`src/rtl/irq_vector_entry.sv`:
```
module irq_vector_entry #(
  parameter int NUM_HW = 4,
  parameter int ADDR_W = 16,
  localparam int NUM_SRC = NUM_HW + 1,
  localparam int CAUSE_W = (NUM_SRC > 1) ? $clog2(NUM_SRC) : 1
) (
  input  logic               clk,
  input  logic               rst_n,
  input  logic [NUM_HW-1:0]  hw_req,
  input  logic               trap_req,
  input  logic [ADDR_W-1:0]  cur_pc,
  input  logic               ret_pulse,
  input  logic               set_user,
  input  logic               vec_we,
  input  logic [CAUSE_W-1:0] vec_idx,
  input  logic [ADDR_W-1:0]  vec_data,
  output logic               redirect_valid,
  output logic [ADDR_W-1:0]  redirect_pc,
  output logic [CAUSE_W-1:0] cause,
  output logic [ADDR_W-1:0]  epc,
  output logic               priv_mode,
  output logic               in_handler
);

  logic [NUM_SRC-1:0] pend_q, grant;
  logic [CAUSE_W-1:0] sel;
  logic [ADDR_W-1:0]  vec_q [NUM_SRC];
  logic               saved_mode_q;
  logic               enter, leave;

  always_comb begin
    sel = '0;
    for (int k = NUM_SRC - 1; k >= 0; k--)
      if (pend_q[k]) sel = CAUSE_W'(k);
  end

  assign enter = (|pend_q) && !in_handler;
  assign leave = ret_pulse && in_handler;
  assign grant = enter ? (NUM_SRC'(1) << sel) : '0;

  always_ff @(posedge clk) begin
    if (!rst_n) pend_q <= '0;
    else        pend_q <= (pend_q & ~grant) | {hw_req, trap_req};
  end

  for (genvar g = 0; g < NUM_SRC; g++) begin : g_vec
    always_ff @(posedge clk) begin
      if (!rst_n)                              vec_q[g] <= '0;
      else if (vec_we && vec_idx == CAUSE_W'(g)) vec_q[g] <= vec_data;
    end
  end

  always_ff @(posedge clk) begin
    if (!rst_n) begin
      in_handler     <= 1'b0;
      redirect_valid <= 1'b0;
      redirect_pc    <= '0;
      cause          <= '0;
      epc            <= '0;
      priv_mode      <= 1'b0;
      saved_mode_q   <= 1'b0;
    end else begin
      redirect_valid <= enter || leave;
      if (enter) begin
        in_handler   <= 1'b1;
        redirect_pc  <= vec_q[sel];
        cause        <= sel;
        epc          <= cur_pc;
        saved_mode_q <= priv_mode;
        priv_mode    <= 1'b0;
      end else if (leave) begin
        in_handler   <= 1'b0;
        redirect_pc  <= epc;
        priv_mode    <= saved_mode_q;
      end else if (set_user && !in_handler) begin
        priv_mode    <= 1'b1;
      end
    end
  end

  assert_entry_redirect_R3: assert property (@(posedge clk) disable iff (!rst_n)
    $rose(in_handler) |-> redirect_valid);

  assert_epc_capture_R4: assert property (@(posedge clk) disable iff (!rst_n)
    $rose(in_handler) |-> epc == $past(cur_pc));

  assert_kernel_in_handler_R5: assert property (@(posedge clk) disable iff (!rst_n)
    in_handler |-> priv_mode == 1'b0);

  assert_no_nesting_R6: assert property (@(posedge clk) disable iff (!rst_n)
    in_handler && !ret_pulse |=> in_handler && !redirect_valid && $stable(cause) && $stable(epc));

  assert_return_R7: assert property (@(posedge clk) disable iff (!rst_n)
    in_handler && ret_pulse |=> !in_handler && redirect_valid && redirect_pc == $past(epc));

  assert_trap_first_R2: assert property (@(posedge clk) disable iff (!rst_n)
    $rose(in_handler) && $past(pend_q[0]) |-> cause == '0);

endmodule

```
`config.mk`:
```
export PLATFORM = sky130hd
export DESIGN_NAME = irq_vector_entry
export DESIGN_NICKNAME = d
export VERILOG_FILES = /design/src/rtl/irq_vector_entry.sv
export SDC_FILE = /design/constraint.sdc
export NUM_CORES = 1
export LEC_CHECK = 0
export ABC_AREA = 1
export BUFFER_PORTS_ARGS = -buffer_cell sky130_fd_sc_hd__clkbuf_2
export CORE_MARGIN = 2
export CORE_UTILIZATION = 51
export DETAILED_ROUTE_END_ITERATION = 8
export MAX_ROUTING_LAYER = met4
export PLACE_DENSITY = 0.75
export SYNTH_ARGS = -nofsm -noshare
export SYNTH_HDL_FRONTEND = slang
export SYNTH_SLANG_ARGS = --single-unit
```
`constraint.sdc`:
```
create_clock -name clk -period 1.2 [get_ports clk]
set_clock_uncertainty 0.1 [all_clocks]
set_input_delay 0.12 -clock clk [delete_from_list [all_inputs] [get_ports clk]]
set_output_delay 0.12 -clock clk [all_outputs]
set_load 0.01 [all_outputs]
```
# --- Word level (Yosys, flattened, before mapping) ---
# Memories as Yosys holds them, arrays and structs flattened.
# Index checks and enable logic that the tools add are counted.
op_classes:
  n_eq_ne: 4
  n_shift: 1
  mux: 33
  bitwise: 9
  reduce_logical: 15
op_table:
  columns: ["cell", "count"]
  rows:
  - ["$mux W16", 7]
  - ["$mux W1", 20]
  - ["$mux W3", 5]
  - ["$logic_and A1 B1 Y1", 8]
  - ["$eq A3 B2 Y1 const B", 2]
  - ["$and A5 B5 Y5", 1]
  - ["$mux W5", 1]
  - ["$not A5 Y5", 1]
  - ["$or A1 B1 Y1", 5]
  - ["$or A5 B5 Y5", 1]
  - ["$reduce_or A5 Y1", 1]
  - ["$shl A1 B3 Y5 const A", 1]
  - ["$reduce_bool A2 Y1", 2]
  - ["$eq A3 B1 Y1 const B", 1]
  - ["$eq A3 B3 Y1 const B", 1]
  - ["$logic_not A3 Y1", 1]
  - ["$reduce_or A2 Y1", 1]
  - ["$logic_not A1 Y1", 1]
  - ["$logic_or A1 B1 Y1", 1]
  - ["$not A1 Y1", 1]
totals:
  register_bits: 44
  ram_bits: 80
  input_bits: 45
  out_inout_bits: 38
  elab_cells: 71
  mem_count: 1
memory_table:
  columns: ["memory", "depth", "word_bits", "read_ports", "rd_clocked_by_memory_dff", "write_ports", "line_no", "rtl"]
  rows:
  - ["vec_q", 5, 16, 1, 0, 5, "27", "logic [ADDR_W-1:0] vec_q [NUM_SRC];"]

# --- Depth between registers and ports, before layout ---
logic_depth:
  ltp_word: 10
  mapped_depth: 10
  ltp_nobuf: 9

# --- Least setup slack after synthesis ---
# Ideal clock, no wire load.
synth_timing:
  kind: "input to register"
  start: "input port rst_n"
  end: "memory vec_q[0][0] (enable)"
  setup_ns: 0.363
  t_arrival_ns: 0.881
  required_ns: 0.737
  path_slack_ns: -0.144
  stages: 3
  path_buffers: 2
  path_cell_list: "buf_2 clkbuf_1 nand2_1"
synth_rtl:
  columns: ["element", "line_no", "rtl"]
  rows:
  - ["from (decl)", "8", "input logic rst_n,"]
  - ["to (decl)", "27", null]

# --- Worst setup path in the final report ---
layout_timing:
  start: "register pend_q[3]"
  end: "register redirect_pc[15]"
layout_via:
  elab_chain_cells: 6
  word_cells_on_any_way: 9
  cone_classes: "5 x mux; 3 x reduce/logical; 1 x memory"
layout_lines:
  columns: ["element", "line_no", "rtl"]
  rows:
  - ["from (decl)", "25", "logic [NUM_SRC-1:0] pend_q, grant;"]
  - ["from (signal assigned)", "43", "else pend_q <= (pend_q & ~grant) | {hw_req, trap_req};"]
  - ["$mux W3 (4 in series)", "34", "if (pend_q[k]) sel = CAUSE_W'(k);"]
  - ["$mem_v2 Z5 W16", null, null]
  - ["$mux W16", "64", "if (enter) begin"]
  - ["to (signal assigned)", "66", "redirect_pc <= vec_q[sel];"]
  - ["to (signal assigned)", "73", "redirect_pc <= epc;"]
  - ["to (decl)", "18", "output logic [ADDR_W-1:0] redirect_pc,"]
# Parallel ways exist; a longest one is shown, timed or not.
# A chain may end at the register's enable or synchronous reset.

==> qor.yml <==
yosys:
  ys_async_sr_fraction: 0
  syn-num-nets: 689
  yosysTopAreaCell: "edfxtp_1"
  yosysWarnings: 0
  ys_top_cells_by_count: "nor2_1, nand2_1, inv_1"
  post-synth-top-count-cell: "nor2_1"
  synth_top_area_frac: 0.4287
  avgSynthCellArea_sq_um: 8.702
  synth_seq_area_share: 0.5858
  yosys_register_bits: 124
  syn_area_sq_um: 5604
  synth_area_leaders: "edfxtp_1, dfxtp_1, nor2_1"
  syn_inst: 644
  synth_ff_type: "edfxtp_1"
  synth_cell_types: 28
  synth-edff-count: 80
place:
  gp_congestion: 0.8661
  io_buffers: 82
  hpwl_mm: 9.182
  dp_slack_ns: -0.2669
  placed_cell_area_sq_um: 6515
clocking:
  numClockSinks: 124
  cts_tree: "built"
  clk_pin_slew_ns: 0.06
  htreeDepth: 4
  cts_made_buffers: 17
  cts_buffer_depth: 2
  insertion_delay_ns: 0.52
  cts-root-buf: "clkbuf_8"
sta:
  max_freq_ghz: 0.6094
  final_max_slew_viol_count: 0
  post-route-min-period_ns: 1.641
  worst_pin_slew_ns: 0.3524
  fin_tns_setup_ns: -12.07
  setup_viol: 49
  slew-limit-headroom: 0.7626
  setup_slack_ns: -0.4408
  hold_violations: 0
  rsz0062_at_grt: "true"
  period_share: 1.367
worst_setup_path:
  start_kind: "register"
  path_class: "reg -> reg"
  reg2regPathDepth: 6
  crit_required_ns: 1.49
  worst_setup_path_end_kind: "register"
  cp.arrival_ns: 1.93
  worst-path-max-fanout: 16
die:
  die_w_um: 108.8
  dieArea_sq_um: 11840
  ios: 83
  die_h_um: 108.8
  start_util: 0.5192
  core-area_sq_um: 10790
  rows: 38
pwr:
  powerDensity_nw_per_um2: 1531
  p_leak_nw: 3.741
  vdd_drop_max_mv: 1.134
route:
  routed_via_density: 5.479
  wire_per_inst_um: 18.13
  first_pass_iters: 6
  wl_mm: 17.61
  ant_nets: 0
  via_count: 5320
  drc: 0
  drt_iter0_drc: 736
final_layout:
  n_antenna_cell: 0
  layout-drive-gt1-share: 0.3297
  final_area_sq_um: 8222
  layout.nets: 863
  postLayoutCoreUtil: 0.7618
  area_delta_synth_final_pct: 46.71
grt:
  grt_remaining_overflow: 0
  grt_max_degree: 34
  grt_pass1_wl_mm: 24.47
  track_usage: 0.2819
  grt_pass1_vias: 5033
  antenna_found_initial: 0
status:
  status: "finished, violations left"
  violations: "negative setup slack"
run:
  maxCapViolations: 0
hold_path:
  hold_depth: 4
  hold_class: "in -> reg"
-- placed cells by master (no fill, tap or decap), types with 4 or more instances in the layout --
cell type and n:
a21oi_1 31, a21oi_2 7, buf_12 15, buf_4 46, buf_6 40, clkbuf_16 18
clkbuf_2 44, clkinv_2 4, clkinvlp_4 7, dfxtp_2 40, dlygate4sd3_1 38, edfxtp_1 80
inv_1 88, nand2_1 85, nand2_2 9, nand3_1 72, nand3_2 13, nand4_1 4
nor2_1 116, o21ai_0 13, o21ai_1 22
-- layer usage --
metal / up-vias / track usage / part of all wire
met4: 0 / 0.1136 / 0.041
met1: 2437 / 0.3379 / 0.38
met3: 81 / 0.07651 / 0.091
met5: - / - / 0
li1: 2441 / - / -
met2: 361 / 0.4536 / 0.49
-- worst paths after layout --
path / start / to / slack, ns
setup / recovery: pend_q[3] / redirect_pc[15] / -0.44
hold / removal: ret_pulse / in_handler / 0.07
setup reg to reg: pend_q[3] / redirect_pc[15] / -0.44
hold reg to reg: cause[2] / cause[2] / 0.41
-- area by class of cell --
cell class / count / area (sq um)
clock inverters: 15 / 172.7
well taps: 140 / 175.2
repair buffers: 188 / 1782
fillers: 679 / 2571
flip-flops and latches: 124 / 3337
repair inverters: 1 / 8.758
multi-input cells: 392 / 1946
inverters: 94 / 386.6
clock buffers: 17 / 414.1
-- sequential cells by signal, indices dropped and copies added (netlist names) --
name	cells
vec_q	80
epc	16
redirect_pc	16
pend_q	5
cause	3
in_handler	1
priv_mode	1
redirect_valid	1
saved_mode_q	1
-- kinds of logic after synthesis --
kind of cell,after synthesis,synth area share
simple gates,314,0.2431
buf+inv,128,0.09846
flops,124,0.5858
compound gates,78,0.07256
-- worst max-delay path: stages, from the launching register on --
cell and delay, ns:
dfxtp_2 0.35, nor2_4 0.20, nand4_4 0.16, nand2_8 0.15, nand2_4 0.14, o21ai_0 0.31
a21oi_1 0.09
-- stage by stage --
step | cells | power [mW] | hold WS, ns
2_1_floorplan | 644 | 6.199 | 0.1345
3_3_place_gp | 868 | 6.757 | 0.2265
3_5_place_dp | 868 | 6.807 | 0.2282
4_1_cts | 961 | 12.13 | -0.04393
5_1_grt | 971 | 13.00 | 0.1009
6_report | 971 | 12.59 | 0.06643
-- power by group --
| part | switching (mW) | internal (mW) | total, mW |
|---|---|---|---|
| sequential | 0.197 | 4.91 | 5.11 |
| combinational | 1.32 | 1.09 | 2.42 |
| clock | 1.91 | 3.15 | 5.06 |
-- repair_timing --
action / CTS / global route
resized for setup: 73 / 91
endpoints found under the hold margin: 103 / 0
hold buffers: 38 / 0
pin swaps: 4 / 4
cloned: 1 / 2
setup buffers: 22 / 8
setup endpoints to repair: 78 / 81
No activity file was read; power rests on OpenSTA's default activity.
